`src/rtl/rdr_pkg.sv`:
```
`timescale 1ns/1ps
package rdr_pkg;
   typedef enum logic [2:0] {
      ST_IDLE    = 3'd0,
      ST_SETUP   = 3'd1,
      ST_SHIFT   = 3'd2,
      ST_PRESENT = 3'd3,
      ST_DONE    = 3'd4
   } rdr_state_e;
endpackage

```
`src/rtl/rdr_half_timer.sv`:
```
`timescale 1ns/1ps
module rdr_half_timer #(
   parameter int CNT_W = 8
) (
   input  logic             clk,
   input  logic             rst_n,
   input  logic             run_i,
   input  logic [CNT_W-1:0] half_i,
   output logic             tick_o
);
   logic [CNT_W-1:0] cnt_q;

   // half_i is never zero here: the controller substitutes 1
   assign tick_o = run_i && (cnt_q == (half_i - 1'b1));

   always_ff @(posedge clk or negedge rst_n) begin
      if (!rst_n)               cnt_q <= '0;
      else if (!run_i || tick_o) cnt_q <= '0;
      else                      cnt_q <= cnt_q + 1'b1;
   end
endmodule

```
`src/rtl/rdr_lane_shift.sv`:
```
`timescale 1ns/1ps
module rdr_lane_shift #(
   parameter int BITS = 64
) (
   input  logic            clk,
   input  logic            rst_n,
   input  logic            shift_i,
   input  logic            din_i,
   output logic [BITS-1:0] q_o
);
   always_ff @(posedge clk or negedge rst_n) begin
      if (!rst_n)       q_o <= '0;
      else if (shift_i) q_o <= {q_o[BITS-2:0], din_i};
   end
endmodule

```
`src/rtl/rdr_frame_ctrl.sv`:
```
`timescale 1ns/1ps
module rdr_frame_ctrl
   import rdr_pkg::*;
#(
   parameter int LANE_BITS = 64,
   parameter int NUM_WORDS = 8,
   parameter int DIV_W     = 8,
   parameter int CHAN_W    = 3
) (
   input  logic              clk,
   input  logic              rst_n,
   input  logic              busy_i,
   input  logic [DIV_W-1:0]  div_i,
   input  logic              frst_i,
   input  logic              tick_i,
   output logic              run_o,
   output logic [DIV_W-1:0]  half_o,
   output logic              shift_o,
   output logic              cs_n_o,
   output logic              sclk_o,
   output logic              present_o,
   output logic [CHAN_W-1:0] idx_o,
   output logic              done_o,
   output logic              align_err_o
);
   localparam int BCNT_W = $clog2(LANE_BITS + 1);

   rdr_state_e        state_q;
   logic              busy_q;
   logic [BCNT_W-1:0] bit_q;
   logic              busy_fall;

   assign busy_fall = busy_q & ~busy_i;
   assign run_o     = (state_q == ST_SETUP) || (state_q == ST_SHIFT);
   assign shift_o   = run_o && tick_i && sclk_o;
   assign present_o = (state_q == ST_PRESENT);
   assign done_o    = (state_q == ST_DONE);

   always_ff @(posedge clk or negedge rst_n) begin
      if (!rst_n) begin
         state_q     <= ST_IDLE;
         busy_q      <= 1'b0;
         bit_q       <= '0;
         half_o      <= DIV_W'(1);
         cs_n_o      <= 1'b1;
         sclk_o      <= 1'b1;
         idx_o       <= '0;
         align_err_o <= 1'b0;
      end else begin
         busy_q <= busy_i;
         unique case (state_q)
            ST_IDLE: begin
               if (busy_fall) begin
                  state_q     <= ST_SETUP;
                  cs_n_o      <= 1'b0;
                  half_o      <= (div_i == '0) ? DIV_W'(1) : div_i;
                  bit_q       <= '0;
                  align_err_o <= 1'b0;
               end
            end
            ST_SETUP: begin
               if (tick_i) begin
                  align_err_o <= ~frst_i;
                  sclk_o      <= 1'b0;
                  bit_q       <= BCNT_W'(1);
                  state_q     <= ST_SHIFT;
               end
            end
            ST_SHIFT: begin
               if (tick_i) begin
                  if (sclk_o) begin
                     sclk_o <= 1'b0;
                     bit_q  <= bit_q + 1'b1;
                  end else begin
                     sclk_o <= 1'b1;
                     if (bit_q == BCNT_W'(LANE_BITS)) begin
                        cs_n_o  <= 1'b1;
                        idx_o   <= '0;
                        state_q <= ST_PRESENT;
                     end
                  end
               end
            end
            ST_PRESENT: begin
               idx_o <= idx_o + 1'b1;
               if (idx_o == CHAN_W'(NUM_WORDS - 1)) state_q <= ST_DONE;
            end
            ST_DONE:  state_q <= ST_IDLE;
            default:  state_q <= ST_IDLE;
         endcase
      end
   end
endmodule

```
`src/rtl/dual_lane_adc_reader.sv`:
```
`timescale 1ns/1ps
module dual_lane_adc_reader #(
   parameter int WORD_W      = 16,
   parameter int CH_PER_LANE = 4,
   parameter int NUM_LANES   = 2,
   parameter int DIV_W       = 8,
   parameter int LANE_BITS   = WORD_W * CH_PER_LANE,
   parameter int NUM_WORDS   = NUM_LANES * CH_PER_LANE,
   parameter int CHAN_W      = $clog2(NUM_WORDS)
) (
   input  logic                 clk,
   input  logic                 rst_n,
   input  logic                 busy_i,
   input  logic [DIV_W-1:0]     div_i,
   input  logic [NUM_LANES-1:0] sdata_i,
   input  logic                 frst_i,
   output logic                 cs_n_o,
   output logic                 sclk_o,
   output logic                 word_valid_o,
   output logic [CHAN_W-1:0]    word_chan_o,
   output logic [WORD_W-1:0]    word_data_o,
   output logic                 done_o,
   output logic                 align_err_o
);
   // elaboration-time parameter checks
   if (WORD_W < 2) begin : g_bad_word
      $error("WORD_W must be at least 2");
   end
   if (CH_PER_LANE < 1 || NUM_LANES < 1) begin : g_bad_lanes
      $error("lane and channel counts must be positive");
   end
   if ((1 << CHAN_W) != NUM_WORDS || NUM_WORDS < 2) begin : g_bad_words
      $error("total channel count must be a power of two");
   end
   if (DIV_W < 1) begin : g_bad_div
      $error("DIV_W must be positive");
   end

   logic              tick, run, shift, present;
   logic [DIV_W-1:0]  half;
   logic [CHAN_W-1:0] idx;
   logic [LANE_BITS-1:0] lane_q [NUM_LANES];
   logic [WORD_W-1:0]    words  [NUM_WORDS];

   rdr_half_timer #(.CNT_W(DIV_W)) u_timer (
      .clk    (clk),
      .rst_n  (rst_n),
      .run_i  (run),
      .half_i (half),
      .tick_o (tick)
   );

   rdr_frame_ctrl #(
      .LANE_BITS (LANE_BITS),
      .NUM_WORDS (NUM_WORDS),
      .DIV_W     (DIV_W),
      .CHAN_W    (CHAN_W)
   ) u_ctrl (
      .clk         (clk),
      .rst_n       (rst_n),
      .busy_i      (busy_i),
      .div_i       (div_i),
      .frst_i      (frst_i),
      .tick_i      (tick),
      .run_o       (run),
      .half_o      (half),
      .shift_o     (shift),
      .cs_n_o      (cs_n_o),
      .sclk_o      (sclk_o),
      .present_o   (present),
      .idx_o       (idx),
      .done_o      (done_o),
      .align_err_o (align_err_o)
   );

   for (genvar l = 0; l < NUM_LANES; l++) begin : g_lane
      rdr_lane_shift #(.BITS(LANE_BITS)) u_lane (
         .clk     (clk),
         .rst_n   (rst_n),
         .shift_i (shift),
         .din_i   (sdata_i[l]),
         .q_o     (lane_q[l])
      );
   end

   // channel c lives in lane c/CH_PER_LANE, earliest-shifted word first
   for (genvar c = 0; c < NUM_WORDS; c++) begin : g_word
      assign words[c] =
         lane_q[c / CH_PER_LANE][LANE_BITS-1-(c % CH_PER_LANE)*WORD_W -: WORD_W];
   end

   assign word_valid_o = present;
   assign word_chan_o  = idx;
   assign word_data_o  = present ? words[idx] : '0;
endmodule

```
`config.mk`:
```
export PLATFORM = sky130hd
export DESIGN_NAME = dual_lane_adc_reader
export DESIGN_NICKNAME = d
export VERILOG_FILES = /design/src/rtl/rdr_pkg.sv /design/src/rtl/rdr_half_timer.sv /design/src/rtl/rdr_lane_shift.sv /design/src/rtl/rdr_frame_ctrl.sv /design/src/rtl/dual_lane_adc_reader.sv
export SDC_FILE = /design/constraint.sdc
export NUM_CORES = 1
export LEC_CHECK = 0
export BUFFER_PORTS_ARGS = -buffer_cell sky130_fd_sc_hd__buf_4
export CORE_UTILIZATION = 62
export DETAILED_ROUTE_END_ITERATION = 16
export PLACE_DENSITY = 0.8
export RECOVER_POWER = 100
export SETUP_SLACK_MARGIN = 0.4
export SLEW_MARGIN = 20
export SYNTH_ARGS = -nofsm -noshare
export SYNTH_HDL_FRONTEND = slang
export SYNTH_SLANG_ARGS = --single-unit
```
`constraint.sdc`:
```
create_clock -name clk -period 4.1 [get_ports clk]
set_clock_uncertainty 0.1 [all_clocks]
set_input_delay 0.82 -clock clk [delete_from_list [all_inputs] [get_ports clk]]
set_output_delay 0.82 -clock clk [all_outputs]
set_load 0.02 [all_outputs]
```
==> flow_metrics.tcl, run 1 <==
set metrics [dict create \
    vias 4585 \
    die_h_um 117 \
    ctsRootBufferMaster "clkbuf_16" \
    cts_sinks 161 \
    synth-edff-count 0 \
    syn_inst 539 \
    synth-seq-area-share 0.494 \
    critPathKind "reg -> out" \
    drv_cap 1 \
    ioPinCount 38 \
    failed_checks "max-capacitance violations, max-slew violations" \
    grt_antenna_before_repair 0 \
    via_per_inst 6.06 \
    cts_tree "yes" \
    synth_commonest_cells "158 x dfrtp_1, 100 x mux2_4, 32 x mux4_2, 32 x nor2_1, 31 x mux2_2" \
    path_clk_slew_ns 0.06 \
    initial_core_util 0.642 \
    synth_top_area_cell "dfrtp_1" \
    power_density_nw_per_um2 483 \
    cts-resized-gates 0 \
    whs_ns 0.398 \
    grt_max_degree 108 \
    grt_pass1_wl_mm 25.5 \
    yosys_warnings 0 \
    gr-usage-all-layers 0.254 \
    synth_top_area_frac 0.484 \
    yosysMostFrequentCell "dfrtp_1" \
    nets 593 \
    drt-wirelength-per-cell_um 20.4 \
    cts_setup_buffers 0 \
    core_area_um2 12700 \
    crit_arrival_ns 2.68 \
    gp_congestion 0.828 \
    max-slew-margin-rel -0.714 \
    synthTopCellsByArea "dfrtp_1 48%, mux2_4 18%, mux4_2 8.8%, mux2_2 4.3%, buf_12 2.7%" \
    ys_dominant_reg_cell "dfrtp_1" \
    first_iter_violations 378 \
    postRouteWirelength_mm 15.4 \
    ctsHoldBuffers 0 \
    drive_gt1_frac 0.223 \
    fp-row-count 41 \
    grt_pass1_vias 4805 \
    rsz0062_at_grt "false" \
    placed_cells_incl_taps 726 \
    dieArea_um2 13600 \
    power.leakage_nw 4.19 \
    drt_first_pass_iters 4 \
    tightest_slew_ns 2.57 \
    fin_crit_ns 3.60 \
    startpoint_type "flop" \
    instances_no_fill 756 \
    synth.distinct_cells 53 \
    cts_buffers 17 \
    drcViolationCount 0 \
    portBuffers 37 \
    clk_latency_ns 0.42 \
    overflow 0 \
    hold_viol_final 0 \
    synth_area_um2 8160 \
    status "complete, but fails checks" \
    min_path_type "reg -> reg" \
    place_hpwl_mm 10.1 \
    dieWidth_um 117 \
    ys_async_sr_fraction 1.00 \
    htreeDepth 4 \
    postRouteAntennaNets 0 \
    cts_buffer_depth 2 \
    post-route-period-util 0.877 \
    finalMaxSlewViolations 108 \
    ir_drop_uv 285 \
    syn_area_per_cell_um2 15.1 \
    syn2layout_area_growth_pct 4.45 \
    crit_fanout 18 \
    crit_required_ns 3.18 \
    synth_seq_cells 161 \
    antennaDiodeCount 0 \
    crit_path_end_kind "primary output" \
    finalSetupViolations 0 \
    max_freq_mhz 278 \
    synth_fp_nets 559 \
    tns_ns 0 \
]
[layout by cell type, fill, tap and decap left out, drive strengths merged, types with 7 or more instances in the layout]
| cell type | synthesis | routed |
|---|---|---|
| dfrtp | 158 | 158 |
| mux2 | 135 | 135 |
| clkbuf | 16 | 52 |
| nor2 | 32 | 32 |
| mux4 | 32 | 32 |
| buf | 17 | 20 |
| mux2i | 18 | 18 |
| nand2 | 14 | 14 |
| inv | 10 | 10 |
| nand2b | 8 | 8 |
| xor2 | 8 | 8 |
| nor3 | 7 | 7 |
[through the flow]
stage | worst slack [ns] | utilization | total power [mW] | cell area [µm²]
2_1_floorplan | 0.973 | - | 2.48 | 8160
3_3_place_gp | 0.889 | 0.665 | 2.68 | 8460
3_5_place_dp | 0.774 | 0.665 | 2.72 | 8460
4_1_cts | 0.643 | 0.708 | 4.19 | 9000
5_1_grt | 0.306 | 0.670 | 4.29 | 8530
6_report | 0.503 | 0.670 | 4.12 | 8530
[state kept, by name, indices dropped and copies added (netlist names)]
register	cells
g_lane.u_lane.q_o	128
u_ctrl.state_q	3
u_ctrl.sclk_o	1
u_ctrl.align_err_o	1
u_ctrl.busy_q	1
u_ctrl.half_o	8
u_ctrl.cs_n_o	1
u_timer.cnt_q	8
u_ctrl.bit_q	7
u_ctrl.idx_o	3
[layer usage]
layer | share of wire | vias up | global-route usage
met3 | 0.030 | 25 | 0.0488
met5 | 0 | - | 0
li1 | - | 2051 | -
met1 | 0.45 | 2407 | 0.344
met2 | 0.50 | 102 | 0.412
met4 | 0.015 | 0 | 0.0945
[area by class of cell]
type,instances,area [µm²]
fill,1009,4200
sequential,161,4030
multi-input combinational,335,3400
clock buffer,24,482
timing repair buffer,48,302
tap,172,215
clock inverter,6,57.6
inverter,10,37.5
[final timing paths]
check | start | cells after the start | slack, ns | endpoint
worst max register to register | u_ctrl.half_o[0]$_DFFE_PN1P_ | 9 | 0.72 | g_lane[0].u_lane.q_o[21]$_DFFE_PN0P_
min in group asynchronous | rst_n | 1 | 1.10 | g_lane[0].u_lane.q_o[45]$_DFFE_PN0P_
worst min register to register | u_ctrl.bit_q[5]$_DFFE_PN0P_ | 1 | 0.40 | u_ctrl.bit_q[5]$_DFFE_PN0P_
max in group asynchronous | rst_n | 2 | 0.88 | g_lane[0].u_lane.q_o[22]$_DFFE_PN0P_
worst max-delay path | u_ctrl.state_q[2]$_DFFE_PN0P_ | 4 | 0.50 | word_valid_o
worst min-delay path | u_ctrl.bit_q[5]$_DFFE_PN0P_ | 1 | 0.40 | u_ctrl.bit_q[5]$_DFFE_PN0P_
[logic make-up after synthesis]
logic type / count (synthesis) / synth area share
AO/OA/AOI/OAI: 38 / 0.0354
XOR/XNOR: 14 / 0.0150
multiplexers: 185 / 0.343
buffers and inverters: 43 / 0.0445
AND/OR/NAND/NOR: 92 / 0.0593
adder cells (fa/ha/maj): 6 / 0.00920
flip-flops: 161 / 0.494
[power breakdown]
group	switching (mW)	leakage [nW]	internal, mW
clock network	0.581	0.266	0.872
logic	0.450	1.72	0.347
registers	0.179	2.20	1.69
total	1.21	4.19	2.90
[critical path: stages, from the launching register on]
cell	delay [ns]
dfrtp_1	0.54
nand2b_1	0.29
or2_0	0.93
inv_1	0.25
clkbuf_1	0.24
Power figures use the tool's default switching activity.
==> run 2: changes to the inputs <==
CORE_UTILIZATION = 56   (was 62)
PLACE_DENSITY = 0.77   (was 0.8)
clock period = 2.9 ns   (was 4.1 ns; I/O delays follow)
==> run 2 against run 1 <==
Net effect:
- the flow still finishes with violations (max-capacitance violations, max-slew violations)
- sequential power rose by 39%
- cell count rose by 7.4%
- first-iteration DRC count fell by 7.9%
- register-to-register slack got worse by 0.63 ns
- critical path type is now reg -> reg
- core utilization rose by 3.8 points
- critical endpoint is now g_lane[0].u_lane.q_o[55]$_DFFE_PN0P_
- sequential cell count did not move
- clock-buffer cell count fell by 7
- critical path depth rose by 7
- sequential share of layout area fell by 6.7 points
- clock power rose by 74%
- combinational power rose by 100%
- die area rose by 11%
==> flow_metrics.tcl, run 2 (same netlist as run 1, synthesis figures left out) <==
set metrics [dict create \
    via_per_inst 6.06 \
    largest_register_ffs 128 \
    failed_checks "max-capacitance violations, max-slew violations" \
    reg2reg_to "g_lane[0].u_lane.q_o[55]$_DFFE_PN0P_" \
    design_area_um2 9940 \
    first_iter_violations 348 \
    dieWidth_um 123 \
    gp_congestion 0.836 \
    instances_no_fill 812 \
    core_area_um2 14000 \
    ff_latch_area_um2 4040 \
    power_density_nw_per_um2 676 \
    crit_arrival_ns 3.03 \
    max_freq_mhz 356 \
    power_frac_seq 0.384 \
    drt_first_pass_iters 5 \
    finalMaxSlewViolations 80 \
    final_common_cell "dfrtp_1" \
    power.leakage_nw 4.62 \
    reg2reg_slack_ns 0.09 \
    nets 639 \
    worstHoldStart "busy_i" \
    critPathKind "reg -> reg" \
    drt-wirelength-per-cell_um 23.3 \
    overflow 0 \
    ctsRootBufferMaster "clkbuf_16" \
    whs_ns 0.186 \
    htreeDepth 4 \
    intPower_mw 4.68 \
    ir_drop_uv 507 \
    maxUsedRoutingLayer "met4" \
    r2r_start "u_ctrl.half_o[1]$_DFFE_PN0P_" \
    grt_pass1_wl_mm 29.4 \
    grt_antenna_before_repair 0 \
    status "complete, but fails checks" \
    clk_latency_ns 0.44 \
    max-slew-margin-rel -0.419 \
    hold_viol_final 0 \
    place_hpwl_mm 10.6 \
    wl_met1_mm 8.19 \
    fin_util 0.708 \
    drive_gt1_frac 0.475 \
    grt_pass1_vias 5248 \
    clkPwrFrac 0.375 \
    grt_max_degree 81 \
    dieArea_um2 15100 \
    r2r.worst_path.cells 11 \
    crit_fanout 7 \
    fillCellCount 866 \
    p_sw_mw 2.03 \
    drv_cap 1 \
    rsz0062_at_grt "true" \
    multiInputGateArea_um2 3920 \
    switching_share 0.302 \
    placed_cells_incl_taps 747 \
    postRouteWirelength_mm 19.0 \
    dr_wl_met3_um 601 \
    drcViolationCount 0 \
    power.total_mw 6.71 \
    post-route-period-util 0.970 \
    ctsHoldBuffers 0 \
    regMostFlops "g_lane.u_lane.q_o" \
    cts_sinks 161 \
    postRouteAntennaNets 0 \
    path_clk_slew_ns 0.06 \
    holdPathEnd "u_ctrl.busy_q$_DFF_PN0_" \
    setup_ws_ns 0.0881 \
    fp-row-count 43 \
    post_dp_cell_area_um2 8660 \
    gr-usage-all-layers 0.264 \
    tightest_slew_ns 2.13 \
    die_h_um 123 \
    tns_ns 0 \
    ioPinCount 38 \
    finalSetupViolations 0 \
    startpoint_type "flop" \
    pre_cts_ws_ns 0.0206 \
    cts_tree "yes" \
    p_comb_frac 0.241 \
    vias 4924 \
    wl_met2_mm 9.78 \
    crit_path_end_kind "flop" \
    fin_crit_ns 2.81 \
    initial_core_util 0.581 \
    top_regs "g_lane.u_lane.q_o x128, u_ctrl.half_o x8, u_timer.cnt_q x8" \
    crit_required_ns 3.12 \
    min_path_type "in -> reg" \
    portBuffers 37 \
    antennaDiodeCount 0 \
    min_path_cells 1 \
    syn2layout_area_growth_pct 21.8 \
    final_cell_mix "155 x dfrtp_1, 111 x mux2_4, 46 x buf_4" \
    cts_buffer_depth 2 \
    cts_buffers 17 \
]
## run 2: final cells by class
| class | count | area share |
|---|---|---|
| clock inverters | 15 | 0.0233 |
| multi-input cells | 335 | 0.394 |
| repair buffers | 94 | 0.107 |
| inverters | 10 | 0.00378 |
| flip-flops and latches | 161 | 0.406 |
| clock buffers | 17 | 0.0428 |
| well taps | 180 | 0.0227 |
## run 2: worst max-delay path, stage by stage, from the launching register on
cell,delay (ns)
dfrtp_1,0.40
inv_1,0.12
ha_4,0.16
or3b_4,0.41
o31a_1,0.30
o2111ai_2,0.23
nor3_4,0.06
and3_4,0.18
buf_12,0.15
buf_8,0.14
buf_12,0.14
mux2_4,0.30
## run 2: power by group through the flow
stage | Sequential [mW] | Clock, mW | Combinational [mW]
detailed placement | 2.61 | 0 | 1.32
global placement | 2.59 | 0 | 1.27
finish | 2.58 | 2.52 | 1.62
floorplan | 2.56 | 0 | 0.959
global route | 2.60 | 2.66 | 1.73
CTS | 2.58 | 2.53 | 1.59
## run 2: layer usage
metal	up-vias	global-route usage
met4	0	0.0854
met3	35	0.0562
met5	-	0
li1	2148	-
met2	111	0.424
met1	2630	0.360
## run 2: what timing repair did
item                                    CTS  global route
gates cloned                              6             3
setup buffers                            18             6
resized for setup                        42            24
pin swaps                                 7             5
endpoints found under the setup margin  153           152
## run 2: how the worst max path moves through the flow
stage,cells past startpoint,endpoint,slack [ns],startpoint
global route,11,g_lane[0].u_lane.q_o[55]$_DFFE_PN0P_,0.03,u_ctrl.half_o[1]$_DFFE_PN0P_
detailed placement,10,g_lane[0].u_lane.q_o[24]$_DFFE_PN0P_,0.02,u_ctrl.half_o[0]$_DFFE_PN1P_
floorplan,10,g_lane[0].u_lane.q_o[0]$_DFFE_PN0P_,0.09,u_ctrl.half_o[1]$_DFFE_PN0P_
finish,11,g_lane[0].u_lane.q_o[55]$_DFFE_PN0P_,0.09,u_ctrl.half_o[1]$_DFFE_PN0P_
CTS,11,g_lane[0].u_lane.q_o[55]$_DFFE_PN0P_,0.13,u_ctrl.half_o[1]$_DFFE_PN0P_
global placement,10,g_lane[0].u_lane.q_o[22]$_DFFE_PN0P_,0.08,u_ctrl.half_o[1]$_DFFE_PN0P_
